$ cat src/rtl/cfg_pio_pkg.sv
// Package: shared constants for the configuration request engine.
// Assumes a 32-bit register bus with byte offsets decoded in the low 6 bits.
package cfg_pio_pkg;
    localparam int DATA_W = 32;
    localparam int OFF_W  = 6;
    localparam int NREG   = 9;

    localparam logic [OFF_W-1:0] OFF_CTRL  = 6'h00;
    localparam logic [OFF_W-1:0] OFF_STAT  = 6'h04;
    localparam logic [OFF_W-1:0] OFF_ALO   = 6'h08;
    localparam logic [OFF_W-1:0] OFF_AHI   = 6'h0C;
    localparam logic [OFF_W-1:0] OFF_WDAT  = 6'h10;
    localparam logic [OFF_W-1:0] OFF_STRB  = 6'h14;
    localparam logic [OFF_W-1:0] OFF_RDAT  = 6'h18;
    localparam logic [OFF_W-1:0] OFF_START = 6'h1C;
    localparam logic [OFF_W-1:0] OFF_ISR   = 6'h20;

    localparam int IX_CTRL = 0, IX_STAT = 1, IX_ALO = 2, IX_AHI = 3, IX_WDAT = 4,
                   IX_STRB = 5, IX_RDAT = 6, IX_START = 7, IX_ISR = 8;

    localparam int WIN_BIT = 24;

    // Latched completion record
    typedef struct packed {
        logic       err;
        logic       nonposted;
        logic [2:0] code;
    } cpl_stat_t;

    // Config request types occupy 0x8..0xB
    function automatic logic is_cfg(input logic [3:0] t);
        return t[3:2] == 2'b10;
    endfunction

    // Config reads are 0x8 and 0x9
    function automatic logic is_cfg_read(input logic [3:0] t);
        return (t[3:2] == 2'b10) && !t[1];
    endfunction
endpackage

$ cat src/rtl/cfg_pio_seq.sv
// Module: request sequencer. Holds the busy (start) flag from launch until
// the completer answers; produces a one-cycle done indication.
// Assumes launch_req may arrive at any time; it is ignored while busy.
module cfg_pio_seq (
    input  logic clk,
    input  logic rst_n,
    input  logic launch_req,
    input  logic cpl_valid,
    output logic busy,
    output logic done
);
    // Completion is only meaningful when a request is outstanding
    always_comb done = busy && cpl_valid;

    // Busy flag: set by launch, cleared by completion
    always_ff @(posedge clk) begin
        if (!rst_n)
            busy <= 1'b0;
        else if (!busy && launch_req)
            busy <= 1'b1;
        else if (done)
            busy <= 1'b0;
    end
endmodule

$ cat src/rtl/cfg_pio_regs.sv
// Module: software-visible register file. Decodes the bus, stores request
// fields, latches completion status/read data and the interrupt bit.
// Assumes ADDR_W > OFF_W; configuration writes are blocked while busy.
module cfg_pio_regs
    import cfg_pio_pkg::*;
#(
    parameter int ADDR_W = 12
) (
    input  logic              clk,
    input  logic              rst_n,
    input  logic              bus_wr,
    input  logic [ADDR_W-1:0] bus_addr,
    input  logic [DATA_W-1:0] bus_wdata,
    output logic [DATA_W-1:0] bus_rdata,
    input  logic              busy,
    input  logic              done,
    input  logic [2:0]        cpl_code,
    input  logic              cpl_err,
    input  logic [DATA_W-1:0] cpl_data,
    output logic              launch_req,
    output logic [3:0]        ctrl_type,
    output logic              win_bypass,
    output logic [DATA_W-1:0] addr_lo,
    output logic [DATA_W-1:0] addr_hi,
    output logic [DATA_W-1:0] wr_data,
    output logic [3:0]        wr_strb,
    output logic              isr
);
    localparam logic [OFF_W-1:0] OFFS [NREG] = '{OFF_CTRL, OFF_STAT, OFF_ALO, OFF_AHI,
        OFF_WDAT, OFF_STRB, OFF_RDAT, OFF_START, OFF_ISR};

    logic [NREG-1:0] sel;
    logic            in_win;
    logic            cfg_we;
    cpl_stat_t       stat_q;
    logic [DATA_W-1:0] rd_data;

    // Address falls inside this block's register window
    always_comb in_win = (bus_addr[ADDR_W-1:OFF_W] == '0);

    // One select line per register
    generate
        for (genvar i = 0; i < NREG; i++) begin : g_dec
            assign sel[i] = in_win && (bus_addr[OFF_W-1:0] == OFFS[i]);
        end
    endgenerate

    // Request fields are writable only when idle
    always_comb cfg_we = bus_wr && !busy;
    always_comb launch_req = cfg_we && sel[IX_START] && bus_wdata[0];

    // Request field storage
    always_ff @(posedge clk) begin
        if (!rst_n) begin
            ctrl_type  <= '0;
            win_bypass <= 1'b0;
            addr_lo    <= '0;
            addr_hi    <= '0;
            wr_data    <= '0;
            wr_strb    <= '0;
        end else if (cfg_we) begin
            if (sel[IX_CTRL]) begin
                ctrl_type  <= bus_wdata[3:0];
                win_bypass <= bus_wdata[WIN_BIT];
            end
            if (sel[IX_ALO])  addr_lo <= bus_wdata;
            if (sel[IX_AHI])  addr_hi <= bus_wdata;
            if (sel[IX_WDAT]) wr_data <= bus_wdata;
            if (sel[IX_STRB]) wr_strb <= bus_wdata[3:0];
        end
    end

    // Completion record and read data capture
    always_ff @(posedge clk) begin
        if (!rst_n) begin
            stat_q  <= '0;
            rd_data <= '0;
        end else if (done) begin
            stat_q <= '{err: cpl_err, nonposted: is_cfg(ctrl_type), code: cpl_code};
            if (is_cfg_read(ctrl_type) && (cpl_code == 3'd0) && !cpl_err)
                rd_data <= cpl_data;
        end
    end

    // Interrupt bit: completion sets, write-one clears, set wins
    always_ff @(posedge clk) begin
        if (!rst_n)
            isr <= 1'b0;
        else if (done)
            isr <= 1'b1;
        else if (bus_wr && sel[IX_ISR] && bus_wdata[0])
            isr <= 1'b0;
    end

    // Readback multiplexer
    always_comb begin
        bus_rdata = '0;
        if (sel[IX_CTRL])  bus_rdata = {7'b0, win_bypass, 20'b0, ctrl_type};
        if (sel[IX_STAT])  bus_rdata = {20'b0, stat_q, 7'b0};
        if (sel[IX_ALO])   bus_rdata = addr_lo;
        if (sel[IX_AHI])   bus_rdata = addr_hi;
        if (sel[IX_WDAT])  bus_rdata = wr_data;
        if (sel[IX_STRB])  bus_rdata = {28'b0, wr_strb};
        if (sel[IX_RDAT])  bus_rdata = rd_data;
        if (sel[IX_START]) bus_rdata = {31'b0, busy};
        if (sel[IX_ISR])   bus_rdata = {31'b0, isr};
    end
endmodule

$ cat src/rtl/cfg_pio_engine.sv
// Module: top of the programmed-I/O configuration request engine. Joins the
// register file and the sequencer and drives the completer-side request.
// Assumes the completer answers each request with a single cpl_valid pulse.
module cfg_pio_engine
    import cfg_pio_pkg::*;
#(
    parameter int ADDR_W = 12
) (
    input  logic              clk,
    input  logic              rst_n,
    input  logic              bus_wr,
    input  logic [ADDR_W-1:0] bus_addr,
    input  logic [31:0]       bus_wdata,
    output logic [31:0]       bus_rdata,
    output logic              req_valid,
    output logic [3:0]        req_type,
    output logic [63:0]       req_addr,
    output logic [31:0]       req_wdata,
    output logic [3:0]        req_strb,
    output logic              req_win_bypass,
    input  logic              cpl_valid,
    input  logic [2:0]        cpl_code,
    input  logic              cpl_err,
    input  logic [31:0]       cpl_data,
    output logic              irq
);
    logic busy, done, launch_req;
    logic [31:0] addr_lo, addr_hi;

    cfg_pio_seq u_seq (
        .clk(clk), .rst_n(rst_n), .launch_req(launch_req),
        .cpl_valid(cpl_valid), .busy(busy), .done(done)
    );

    cfg_pio_regs #(.ADDR_W(ADDR_W)) u_regs (
        .clk(clk), .rst_n(rst_n), .bus_wr(bus_wr), .bus_addr(bus_addr),
        .bus_wdata(bus_wdata), .bus_rdata(bus_rdata), .busy(busy), .done(done),
        .cpl_code(cpl_code), .cpl_err(cpl_err), .cpl_data(cpl_data),
        .launch_req(launch_req), .ctrl_type(req_type), .win_bypass(req_win_bypass),
        .addr_lo(addr_lo), .addr_hi(addr_hi), .wr_data(req_wdata),
        .wr_strb(req_strb), .isr(irq)
    );

    // Request outputs follow the busy flag and stored fields
    always_comb begin
        req_valid = busy;
        req_addr  = {addr_hi, addr_lo};
    end
endmodule

$ cat config.mk
export PLATFORM = sky130hd
export DESIGN_NAME = cfg_pio_engine
export DESIGN_NICKNAME = d
export VERILOG_FILES = /design/src/rtl/cfg_pio_pkg.sv /design/src/rtl/cfg_pio_seq.sv /design/src/rtl/cfg_pio_regs.sv /design/src/rtl/cfg_pio_engine.sv
export SDC_FILE = /design/constraint.sdc
export NUM_CORES = 1
export LEC_CHECK = 0
export CORE_MARGIN = 5
export CORE_UTILIZATION = 35
export DETAILED_ROUTE_END_ITERATION = 8
export SYNTH_ARGS = -nofsm -noshare
export SYNTH_HDL_FRONTEND = slang
export SYNTH_HIERARCHICAL = 1
export SYNTH_SLANG_ARGS = --single-unit
$ cat constraint.sdc
create_clock -name clk -period 5.1 [get_ports clk]
set_clock_uncertainty 0.2 [all_clocks]
set_input_delay 0.765 -clock clk [delete_from_list [all_inputs] [get_ports clk]]
set_output_delay 0.765 -clock clk [all_outputs]
set_load 0.005 [all_outputs]
## Word level (Yosys, flattened, before mapping)

Index checks and enable logic that the tools add are counted.

- Register bits after elaboration: 144
- Output and inout bits: 139
- Word-level logic and storage cells: 67
- Input port bits: 84

- Equality and inequality tests: 9
- Reductions and logical operators: 33
- Multiplexer cells: 13

Operators with widths:

| operator | count |
|---|---|
| $mux 32 | 7 |
| $mux 25 | 2 |
| $eq 6x5->1 const B | 4 |
| $logic_and 1x1->1 | 19 |
| $eq 6x4->1 const B | 2 |
| $logic_not 6->1 | 2 |
| $reduce_and 2->1 | 6 |
| $eq 6x3->1 const B | 1 |
| $eq 6x6->1 const B | 1 |
| $mux 1 | 4 |
| $reduce_bool 2->1 | 2 |
| $logic_not 1->1 | 3 |
| $logic_not 3->1 | 1 |
| $eq 2x2->1 const B | 1 |

## Depth between registers and ports, before layout

- Depth in word-level cells: 11
- Depth in mapped cells: 7
- Gate-level depth less buffers: 5

## By module

The synthesis kept the hierarchy.

Modules (own cells, without submodules):

| module | cells each | area an instance (um2) | seq. area each (um2) | instances |
|---|---|---|---|---|
| cfg_pio_regs | 709 | 6462.4 | 2862.7 | 1 |
| cfg_pio_seq | 4 | 40.0 | 20.0 | 1 |

## Least setup slack after synthesis

OpenSTA, ideal clock, no wires.

- Kind: input -> output
- From: input bus_addr[11]
- To: output bus_rdata[23]
- Stages on the path: 6
- Path slack: 1883 ps
- Required time: 4135 ps
- Arrival: 2252 ps
- Path buffers: 2
- Cell sequence: or4_1 > buf_2 > nor4_4 > buf_6 > a22oi_1 > o21ai_1

- Cells in the longest elaborated chain, start to end: 10
- Elaborated cells on any way between the ends: 17
- Those cells by class: 8 x mux; 9 x reduce/logical

RTL lines:

| item | RTL line | RTL |
|---|---|---|
| from (decl) | cfg_pio_engine.sv:12 | `input logic [ADDR_W-1:0] bus_addr,` |
| $logic_not 6->1 (*) | cfg_pio_regs.sv:39 | `always_comb in_win = (bus_addr[ADDR_W-1:OFF_W] == '0);` |
| $logic_and 1x1->1 | cfg_pio_regs.sv:44 | `assign sel[i] = in_win && (bus_addr[OFF_W-1:0] == OFFS[i]);` |
| $mux 25 | cfg_pio_regs.sv:99 | `if (sel[IX_STAT]) bus_rdata = {20'b0, stat_q, 7'b0};` |
| $mux 32 | cfg_pio_regs.sv:100 | `if (sel[IX_ALO]) bus_rdata = addr_lo;` |
| $mux 32 | cfg_pio_regs.sv:101 | `if (sel[IX_AHI]) bus_rdata = addr_hi;` |
| $mux 32 | cfg_pio_regs.sv:102 | `if (sel[IX_WDAT]) bus_rdata = wr_data;` |
| $mux 32 | cfg_pio_regs.sv:103 | `if (sel[IX_STRB]) bus_rdata = {28'b0, wr_strb};` |
| $mux 32 | cfg_pio_regs.sv:104 | `if (sel[IX_RDAT]) bus_rdata = rd_data;` |
| $mux 32 | cfg_pio_regs.sv:105 | `if (sel[IX_START]) bus_rdata = {31'b0, busy};` |
| $mux 32 (*) | cfg_pio_regs.sv:106 | `if (sel[IX_ISR]) bus_rdata = {31'b0, isr};` |
| to (decl) | cfg_pio_engine.sv:14 | `output logic [31:0] bus_rdata,` |

Every way passes the cells marked *; elsewhere a longest branch is shown, timed or not.

## Final worst setup path

- From: input bus_addr[4]
- To: output bus_rdata[31]

- Cells in the longest elaborated chain, start to end: 9
- Elaborated cells on any way between the ends: 21
- Those cells by class: 7 x eq/ne; 7 x mux; 7 x reduce/logical

RTL lines:

| item | RTL line |
|---|---|
| $eq 6x4->1 | cfg_pio_regs.sv:44 |
| $logic_and 1x1->1 | cfg_pio_regs.sv:44 |
| $mux 32 | cfg_pio_regs.sv:100 |
| $mux 32 | cfg_pio_regs.sv:101 |
| $mux 32 | cfg_pio_regs.sv:102 |
| $mux 32 | cfg_pio_regs.sv:103 |
| $mux 32 | cfg_pio_regs.sv:104 |
| $mux 32 | cfg_pio_regs.sv:105 |
| $mux 32 (*) | cfg_pio_regs.sv:106 |

Marks and branches as above.

==> metrics.yaml <==
worstReg2RegEnd: "u_regs/rd_data[29]"
clock_tree.buffer_depth: 2
post-route-period-util_pct: 87.64
synth_cells: 713
cts_resized: 0
yosys_warnings: 6
cp_slowest_stage_delay_ns: 0.69
crit_family: "buffers and inverters"
port_buffers: 222
worst_setup_path_end_kind: "output port"
area.growth.synth_to_final_pct: 46.58
cts_tree: "built"
holdPathStages: 2
synth.ff_latch_count: 144
regToRegStartpoint: "u_regs/ctrl_type[1]"
cts_root_buf: "sky130_fd_sc_hd__clkbuf_16"
setup-violations-final: 0
dominantRegCellSynth: "sky130_fd_sc_hd__dfxtp_1"
crit_arrival_ns: 3.50
grt_max_degree: 85
postSynthAreaPerCell_um2: 9.120
maxSlewHeadroom_pct: 44.82
data_required_time_at_the_worst_endpoint_ns: 4.14
synth_edf_count: 0
max_clock_freq_mhz: 223.7
drive_gt1_share_pct: 6.989
global_route.overflow_total: 0
cts_post_setup_buffers_inserted: 0
place.gp.congestion: 0.8502
netlist.area_leader.share_pct: 44.33
post_synthesis_instance_area_um2: 6502
chipWidth_um: 146.3
drc: 0
htreeDepth: 4
utilization_pct: 52.52
die_y_um: 146.3
timing.setup.tns_ns: 0
die_area_um2: 21410
cts_sinks: 144
initial_cell_density_of_the_core_pct: 35.83
routed_wl_um: 21870
slew_violations: 0
fin_nets: 1001
worst-path-buf-inv: 3
initial_antenna_violation_count: 1
hold_start: "u_regs/rd_data[24]"
first_global_vias: 5955
synth.lib_cells_used.distinct: 44
synth.yosys.seq_area_share_pct: 44.33
power_density_nw_per_um2: 276.6
dp_hpwl_um: 15150
rows: 49
floorplan.core_area_um2: 18150
numCtsBuffers: 17
insertion_delay_ns: 0.42
rsz_0062_raised_after_global_routing: "no"
postSynthNetCount: 797
setup.reg_to_reg.worst_slack_ns: 2.63
hold_violations: 0
run_status: "finished clean"
setup.worst_path.start_class: "input port"
static-leakage-power_nw: 3.170
dr_vias: 5767
critical_path.slowest_cell: "sky130_fd_sc_hd__or4b_1"
routed_via_density: 4.976
timing_worst_setup_path_type: "in -> out"
ir_drop_mv: 0.2257
worstPathCellList: "clkdlybuf4s50_1 > or4b_1 > nor4_4 > buf_4 > a22oi_1 > o21ai_0 > clkdlybuf4s50_1"
timing.critical_path.mode_cell: "sky130_fd_sc_hd__clkdlybuf4s50_1"
synthArstFlopShare_pct: 0
first_iter_violations: 254
postCtsHoldBufs: 0
antenna_cell_count: 0
wl_per_cell_um: 18.87
postRouteAntennaNets: 0
tightestPinTransition_ns: 0.8214
detailedRoute.firstPassIterationCount: 5
hp-class: "reg -> reg"
synth.largest_area_cell: "sky130_fd_sc_hd__dfxtp_1"
synth_top_cells_by_area: "sky130_fd_sc_hd__dfxtp_1, sky130_fd_sc_hd__mux2i_1, sky130_fd_sc_hd__nand2_1"
worstHoldEndpoint: "u_regs/rd_data[24]"
rr_worst_depth: 5
grt_first_pass_wirelength_um: 34150
num_io_pins: 223
grt_use_total_pct: 20.08
worstPathMaxFanout: 17
timing.max_cap.violations: 0
path_clk_slew_ns: 0.06
finalWorstPathRequiredPeriod_ns: 4.470
## final cells by class
cell class | instances | area [µm²]
Clock buffer | 19 | 432.9
Sequential cell | 144 | 2883
Clock inverter | 13 | 212.7
Multi-Input combinational cell | 513 | 3363
Tap cell | 229 | 286.5
Timing Repair Buffer | 240 | 2350
Inverter | 1 | 3.754
Fill cell | 1695 | 8616
## metrics by stage
stage	std cells	instance area (µm²)	setup slack [ns]	power, mW	hold slack (ns)
after floorplan	713	6502	1.883	1.210	0.2432
after global placement	1127	8886	0.6674	1.297	0.2517
final	1159	9532	0.6302	2.637	0.2626
after detailed placement	1127	8886	0.6256	1.297	0.2572
after CTS	1159	9532	0.6194	2.662	0.2654
after global routing	1159	9532	0.5159	2.721	0.2862
## layout by cell type, fill, tap and decap left out, types with 3 or more instances in the layout
master,count
sky130_fd_sc_hd__a21boi_0,32
sky130_fd_sc_hd__a21oi_1,4
sky130_fd_sc_hd__a221oi_1,4
sky130_fd_sc_hd__a22oi_1,32
sky130_fd_sc_hd__buf_4,19
sky130_fd_sc_hd__bufinv_16,5
sky130_fd_sc_hd__clkbuf_16,17
sky130_fd_sc_hd__clkdlybuf4s50_1,220
sky130_fd_sc_hd__clkinv_4,4
sky130_fd_sc_hd__clkinvlp_4,3
sky130_fd_sc_hd__dfxtp_1,144
sky130_fd_sc_hd__mux2_2,5
sky130_fd_sc_hd__mux2i_1,138
sky130_fd_sc_hd__nand2_1,204
sky130_fd_sc_hd__nand3_1,7
sky130_fd_sc_hd__nor2_1,6
sky130_fd_sc_hd__nor2b_1,8
sky130_fd_sc_hd__nor3_4,3
sky130_fd_sc_hd__o21ai_0,31
sky130_fd_sc_hd__o21ai_1,5
sky130_fd_sc_hd__o22a_1,3
## routing by layer
layer | GRT usage, % | vias up | part of all wire [%]
met5 | 0 | - | 0.059
met4 | 6.115 | 2 | 1.6
met3 | 6.136 | 26 | 7.2
met2 | 32.83 | 165 | 46
met1 | 25.54 | 2689 | 45
li1 | - | 2885 | -
## kinds of logic after synthesis
kind of cell | Yosys count | share of synthesized area, %
buffers and inverters | 56 | 4.137
AOI/OAI and AO/OA | 118 | 12.28
DFF | 144 | 44.33
and+or+nand+nor | 252 | 17.14
muxes | 143 | 22.11
## tightest hold or removal path, delay by kind of cell (launching register included)
family / cells / cell delay (ns)
flip-flops: 1 / 0.31
AO/OA/AOI/OAI: 1 / 0.06
AND/OR/NAND/NOR: 1 / 0.05
## report_power, final
part	switching (mW)	internal, mW
combinational	0.0699	0.0769
sequential	0.0000737	1.12
clock	0.495	0.870
total	0.565	2.07
## cells in the mapped netlist, drive strengths merged (3+ instances only)
master / instances
o22a: 3
clkbuf: 36
a21oi: 4
nand2: 204
a22oi: 32
nor2: 7
a221oi: 4
o21ai: 36
buf: 19
mux2: 5
nand3: 7
nor2b: 8
dfxtp: 144
a21boi: 32
nor3: 6
nor4: 4
mux2i: 138
## sequential cells by signal (all words and copies together) (netlist names)
signal             count
u_regs/addr_hi        32
u_regs/addr_lo        32
u_regs/ctrl_type       4
u_regs/isr             1
u_regs/rd_data        32
u_regs/stat_q          5
u_regs/win_bypass      1
u_regs/wr_data        32
u_regs/wr_strb         4
u_seq/busy             1
## how the worst max path moves through the flow
| stage | slack [ns] | startpoint | depth (start not counted) | end |
|---|---|---|---|---|
| 2_1_floorplan | 1.88 | bus_addr[11] | 6 | bus_rdata[23] |
| 3_3_place_gp | 0.67 | bus_addr[4] | 7 | bus_rdata[31] |
| 3_5_place_dp | 0.63 | bus_addr[4] | 7 | bus_rdata[31] |
| 4_1_cts | 0.62 | bus_addr[4] | 7 | bus_rdata[31] |
| 5_1_grt | 0.52 | bus_addr[4] | 7 | bus_rdata[16] |
| 6_report | 0.63 | bus_addr[4] | 7 | bus_rdata[31] |
No activity file was read; power rests on OpenSTA's default activity.
